<file path="src/rtl/keyed_wdt.sv">
module keyed_wdt #(
  parameter int KEY_W    = 5,
  parameter int SEL_W    = 3,
  parameter int BASE_EXP = 8,
  parameter int SYNC_N   = 3,
  parameter logic [KEY_W-1:0] KEY_ON  = 5'b01010,
  parameter logic [KEY_W-1:0] KEY_OFF = 5'b10101,
  parameter logic [SEL_W-1:0] SEL_RST = 3'b011
) (
  input  logic                     clk,
  input  logic                     rst_n,
  input  logic                     slow_en,
  input  logic                     wr_en,
  input  logic [KEY_W+SEL_W-1:0]   wr_data,
  input  logic                     flag_we,
  input  logic                     flag_wdata,
  input  logic                     clr_i,
  output logic [KEY_W+SEL_W-1:0]   ctrl_o,
  output logic                     wrf_o,
  output logic                     rst_req_o
);
  localparam int CTRL_W = KEY_W + SEL_W;
  localparam int N_SEL  = 1 << SEL_W;
  localparam int CNT_W  = BASE_EXP + N_SEL - 1;

  logic [CTRL_W-1:0] ctrl_q;
  logic [CNT_W-1:0]  cnt_q;
  logic [SYNC_N-1:0] sync_q, sync_n;
  logic [N_SEL-1:0]  tap;
  logic              pend_q, to_q, wrf_q;

  wire [KEY_W-1:0] key     = ctrl_q[CTRL_W-1:SEL_W];
  wire [SEL_W-1:0] sel     = ctrl_q[SEL_W-1:0];
  wire             wd_on   = (key == KEY_ON);
  wire             key_bad = !wd_on && (key != KEY_OFF);
  wire             restart = pend_q | clr_i | wr_en;
  wire             expire  = tap[sel];
  wire             flag_clr = flag_we && !flag_wdata;

  for (genvar s = 0; s < N_SEL; s++) begin : g_tap
    assign tap[s] = &cnt_q[BASE_EXP+s-1:0];
  end

  assign sync_n = slow_en ? {sync_q[SYNC_N-2:0], key_bad} : sync_q;

  always_ff @(posedge clk or negedge rst_n) begin
    if (!rst_n) begin
      ctrl_q <= {KEY_ON, SEL_RST};
      pend_q <= 1'b0;
      cnt_q  <= '0;
      to_q   <= 1'b0;
      sync_q <= '0;
      wrf_q  <= 1'b0;
    end else begin
      if (wr_en) ctrl_q <= wr_data;
      pend_q <= slow_en ? 1'b0 : restart;
      if (slow_en) begin
        if (restart || !wd_on || expire) cnt_q <= '0;
        else                             cnt_q <= cnt_q + 1'b1;
      end
      to_q   <= slow_en && wd_on && !restart && expire;
      sync_q <= sync_n;
      wrf_q  <= (wrf_q && !flag_clr) || sync_n[SYNC_N-1];
    end
  end

  assign ctrl_o    = ctrl_q;
  assign wrf_o     = wrf_q;
  assign rst_req_o = sync_q[SYNC_N-1] | to_q;

  p_pulse_one_cycle_r2: assert property (@(posedge clk) disable iff (!rst_n)
    to_q |=> !to_q);
  p_timeout_needs_on_r4: assert property (@(posedge clk) disable iff (!rst_n)
    to_q |-> $past(wd_on));
  p_off_holds_zero_r4: assert property (@(posedge clk) disable iff (!rst_n)
    (slow_en && key == KEY_OFF) |=> cnt_q == '0);
  p_bad_req_on_tick_r5: assert property (@(posedge clk) disable iff (!rst_n)
    $rose(sync_q[SYNC_N-1]) |-> $past(slow_en));
  p_flag_source_r6: assert property (@(posedge clk) disable iff (!rst_n)
    $rose(wrf_q) |-> sync_q[SYNC_N-1]);
  p_flag_sticky_r7: assert property (@(posedge clk) disable iff (!rst_n)
    (wrf_q && !flag_clr) |=> wrf_q);
  p_restart_zero_r9: assert property (@(posedge clk) disable iff (!rst_n)
    (slow_en && (wr_en || clr_i)) |=> cnt_q == '0);
endmodule

</file>
<file path="config.mk">
export PLATFORM = sky130hd
export DESIGN_NAME = keyed_wdt
export DESIGN_NICKNAME = d
export VERILOG_FILES = /design/src/rtl/keyed_wdt.sv
export SDC_FILE = /design/constraint.sdc
export NUM_CORES = 1
export LEC_CHECK = 0
export ABC_AREA = 1
export BUFFER_PORTS_ARGS = -buffer_cell sky130_fd_sc_hd__clkbuf_2
export CAP_MARGIN = 20
export CORE_AREA = 3 3 63 65
export CTS_CLUSTER_SIZE = 14
export DETAILED_ROUTE_END_ITERATION = 16
export DIE_AREA = 0 0 66 68
export PLACE_DENSITY = 0.73
export SLEW_MARGIN = 20
export SYNTH_ARGS = -nofsm -noshare
export SYNTH_HDL_FRONTEND = slang
export SYNTH_SLANG_ARGS = --single-unit
</file>
<file path="constraint.sdc">
create_clock -name clk -period 2.1 [get_ports clk]
set_input_delay 0.42 -clock clk [delete_from_list [all_inputs] [get_ports clk]]
set_output_delay 0.42 -clock clk [all_outputs]
set_load 0.02 [all_outputs]
</file>
Yosys cells after proc, flatten, opt, wreduce, memory -nomap -nowiden
Index checks and enable logic that the tools add are counted.
{"block": "totals", "ff_bits": 29, "output_inout_bits": 10, "wordCells": 40}
{"block": "classes", "add_sub_neg": 1, "magnitude_cmp": 1, "n_eq_ne": 2, "mux": 5, "n_bitwise": 3, "n_reduce_logical": 21}
{"op": "adder 15 x 1 -> 15 bit (second input constant)", "count": 1}
{"op": "two-way mux 15 bit", "count": 1}
{"op": "AND reduction 15 bit", "count": 1}
{"op": "AND reduction 14 bit", "count": 1}
{"op": "AND reduction 13 bit", "count": 1}
{"op": "AND reduction 12 bit", "count": 1}
{"op": "AND reduction 11 bit", "count": 1}
{"op": "AND reduction 10 bit", "count": 1}
{"op": "AND reduction 9 bit", "count": 1}
{"op": "AND reduction 8 bit", "count": 1}
{"op": "logical AND 1 bit", "count": 6}
{"op": "== test 5 x 4 -> 1 bit (second input constant)", "count": 1}
{"op": "inequality test 5 bit (second input constant)", "count": 1}
{"op": "zero test 1 bit", "count": 4}
{"op": "less-than comparator 3 x 4 -> 1 bit (second input constant)", "count": 1}
{"op": "binary-select mux 1 bit (select 3 bit)", "count": 1}
{"op": "logical OR 1 bit", "count": 3}
{"op": "two-way mux 3 bit", "count": 1}
{"op": "OR 1 bit", "count": 3}
{"op": "two-way mux 1 bit", "count": 2}

Depth between registers and ports, before layout
{"block": "logic_depth", "word_depth": 5, "depth_mapped": 11}

Worst setup path after synthesis
No wires, ideal clock.
{"block": "synth_path", "kind": "register -> register", "start": "register cnt_q[0]", "end": "register cnt_q[7]", "setup_time_ns": 0.073, "arrival_ns": 1.536, "t_required_ns": 2.027, "path_slack_ns": 0.490, "path_stages_with_launch": 11, "path_buffers": 1, "synth_period_minus_slack_ns": 1.610, "cell_sequence": "dfrtp_1 > ha_1 > nand3_1 > nor2_4 > ha_1 > nand2_1 > nand3_1 > nand3_2 > nand3_4 > buf_12 > a21oi_2"}
{"block": "synth_between", "elab_chain_len": 5, "elab_cells_between_ends": 13}
{"element": "start, declared", "line": "27", "text": "logic [CNT_W-1:0] cnt_q;"}
{"element": "start signal, assigned", "line": "59", "text": "else cnt_q <= cnt_q + 1'b1;"}
{"element": "AND reduction 15 bit, or another cell as far along", "line": "41", "text": "assign tap[s] = &cnt_q[BASE_EXP+s-1:0];"}
{"element": "binary-select mux 1 bit (select 3 bit)", "line": "37", "text": "wire expire = tap[sel];"}
{"element": "two-way mux 1 bit (not written as such)", "line": "37"}
{"element": "logical OR 1 bit", "line": "58", "text": "if (restart || !wd_on || expire) cnt_q <= '0;"}
{"element": "two-way mux 15 bit *", "line": "58"}
Mark *: on every way between the ends. The rest lies on a longest branch, timed or not. The select of a mux whose other input is x is not followed.
A chain may end at the register's enable or synchronous reset.

Worst setup path after layout
{"block": "layout_path", "start": "register cnt_q[0]", "end": "register cnt_q[8]"}
The elaborated chain is that of the path after synthesis.

==> flow_metrics.tcl <==
set metrics [dict create \
    clock_sinks 29 \
    cp.required_ns 2.36 \
    timing.fmax_mhz 556.2 \
    place_congestion 0.7745 \
    finClkSkew_ns 0.01156 \
    cts_root_buf "clkbuf_4" \
    crit_chain "ha_1, nand3_1, nor2_4, ha_1, nand2_1, nand3_1, nand3_2, nand3_4, o21ai_0" \
    dr_wl_met3_um 115 \
    relSlewSlack_pct 53.61 \
    h-tree-depth 2 \
    syn_avg_cell_area_um2 8.886 \
    die_h_um 68 \
    crit_type "flip-flop to flip-flop" \
    dpl-instance-area_mm2 0.001702 \
    postCtsHoldBufs 0 \
    avgRoutedWirePerCell_um 11.09 \
    hold_viol 0 \
    drive_above_1_share_pct 32.51 \
    dpl.hpwl_um 1994 \
    grtUsageTotal_pct 13.95 \
    clkTransAtPathRegs_ns 0.09 \
    rsz0062_at_grt "no" \
    finalInstanceArea_mm2 0.001753 \
    yosysWarnings 0 \
    ir_worst_vdd_v 0.0003492 \
    ctsLongestPathBuffers 2 \
    fin_setup_tns_ns 0 \
    n_fill_cell 339 \
    grt_first_pass_wirelength_um 4712 \
    cts_tree "yes" \
    ys_ff_latch 29 \
    outcome "finished clean" \
    rows 21 \
    powerDensity_mw_per_mm2 605.1 \
    coreArea_mm2 0.003390 \
    wl_met1_um 1384 \
    drc 0 \
    ios 25 \
    start_util_pct 46.14 \
    grt-ovfl-total 0 \
    vias_per_cell 4.783 \
    drv_slew 0 \
    fin_util_pct 51.72 \
    cp_slowest_stage_delay_ns 0.41 \
    routed.top_layer "met4" \
    ys_types 32 \
    multiInputGateArea_um2 710.7 \
    critPathMaxFanout 15 \
    die_area_mm2 0.004488 \
    final_nets 219 \
    area_growth_pct 12.08 \
    vias 1191 \
    path_buf_inv 0 \
    n_antenna_cell 0 \
    numCtsBuffers 5 \
    post_cts_resized 0 \
    critPathLaunchType "flip-flop" \
    wl_met2_um 1202 \
    p_leak_nw 0.7759 \
    yosysSeqAreaShare_pct 46.72 \
    fin_crit_sh_pct 85.61 \
    synth_fp_nets 193 \
    die_w_um 66 \
    clk_latency_ns 0.33 \
    setup_viol 0 \
    seqCellArea_um2 730.7 \
    arrival_ns 2.05 \
    crit_slowest_cell "dfrtp_1" \
    wirelength_um 2762 \
    holdWs_ns 0.1120 \
    cp_top_family "simple AND/OR/NAND/NOR gates" \
    grt_max_degree 30 \
    antenna_found_initial 0 \
    synth_cells 176 \
    grt_pass1_vias 1076 \
    endpoint_kind "flip-flop" \
    firstDrtPassIters 4 \
    post_cts_buffers 0 \
    worstHoldPathType "input pin to asynchronous set/reset pin" \
    period_needed_ns 1.798 \
    maxCapViolCount 0 \
    portBuffers 24 \
    dr.first_iter.drc_count 48 \
    tightestPinTransition_ns 0.6958 \
    final_antenna_net_count 0 \
    syn_area_mm2 0.001564 \
]
## worst register-to-register path, stage by stage, from the launching register on
cell	delay, ns
dfrtp_1	0.41
ha_1	0.25
nand3_1	0.14
nor2_4	0.07
ha_1	0.17
nand2_1	0.06
nand3_1	0.09
nand3_2	0.09
nand3_4	0.21
o21ai_0	0.23
## worst paths after layout
check,start,end,slack (ns),depth (start not counted)
hold / removal,rst_n,sync_q[0],0.11,1
hold reg to reg,sync_q[0],sync_q[0],0.49,2
setup / recovery,cnt_q[0],cnt_q[8],0.30,9
max in group asynchronous,rst_n,cnt_q[12],1.53,1
min in group clk,wr_data[4],ctrl_o[4],0.28,3
setup reg to reg,cnt_q[0],cnt_q[8],0.30,9
## report_power, final
part	internal (W)	switching, W	leakage (nW)
sequential	0.000588	0.0000172	0.372
clock	0.000127	0.000195	0.0320
combinational	0.0000432	0.0000901	0.372
## cells in the mapped netlist, drive strengths merged
| library cell | n | area [um^2] |
|---|---|---|
| inv | 20 | 75.07 |
| xnor2 | 2 | 17.52 |
| nor4 | 1 | 12.51 |
| a21oi | 13 | 102.6 |
| o311ai | 1 | 8.760 |
| clkbuf | 3 | 11.26 |
| or2 | 2 | 12.51 |
| xor2 | 6 | 52.55 |
| o21bai | 1 | 7.510 |
| ha | 2 | 25.02 |
| dfstp | 4 | 105.1 |
| o211ai | 1 | 7.510 |
| nor3 | 3 | 37.53 |
| a31o | 1 | 8.760 |
| o21ai | 18 | 90.08 |
| nand4 | 2 | 12.51 |
| nand3 | 12 | 82.58 |
| dfrtp | 25 | 625.6 |
| buf | 3 | 36.28 |
| nand2 | 39 | 153.9 |
| nor2 | 17 | 78.83 |
## cell families after synthesis
family	after synthesis	synth area share [%]
adder cells (fa/ha/maj)	2	1.600
buffers and inverters	26	7.840
AND/OR/NAND/NOR	76	24.96
flip-flops	29	46.72
AO/OA/AOI/OAI	35	14.40
XOR/XNOR	8	4.480
## flip-flops by register name (all words and copies together), names as in the netlist
register,flops
sync_q,3
wrf_o,1
pend_q,1
cnt_q,15
ctrl_o,8
to_q,1
## per-layer routing
metal,up-vias,GRT usage [%]
met5,-,0
met2,21,20.65
li1,623,-
met4,0,6.091
met3,6,4.433
met1,541,18.78
## cell type report
| type | count | share of cell area (%) |
|---|---|---|
| Sequential cell | 29 | 41.68 |
| Clock buffer | 6 | 2.355 |
| Timing Repair Buffer | 25 | 7.280 |
| Inverter | 20 | 4.283 |
| Clock inverter | 2 | 0.5710 |
| Tap cell | 46 | 3.283 |
| Multi-Input combinational cell | 121 | 40.54 |
## stage by stage
| stage | power, W | worst slack, ns | instances |
|---|---|---|---|
| final | 0.001061 | 0.3021 | 249 |
| after global routing | 0.001128 | 0.1263 | 249 |
| after CTS | 0.001076 | 0.2746 | 249 |
| after detailed placement | 0.0007517 | 0.3103 | 241 |
| after global placement | 0.0007502 | 0.3603 | 241 |
| after floorplan | 0.0006977 | 0.4902 | 176 |
## cell usage in the layout, fill, tap and decap left out, drive strengths merged
master	instances
xor2	6
xnor2	2
clkbuf	30
nor2	17
o311ai	1
inv	20
buf	1
a31o	1
nor4	1
clkinv	2
a21oi	13
ha	2
nand4	2
dfrtp	25
nand3	12
nor3	3
dfstp	4
o21ai	18
o21bai	1
o211ai	1
nand2	39
or2	2
Power figures use the tool's default switching activity.
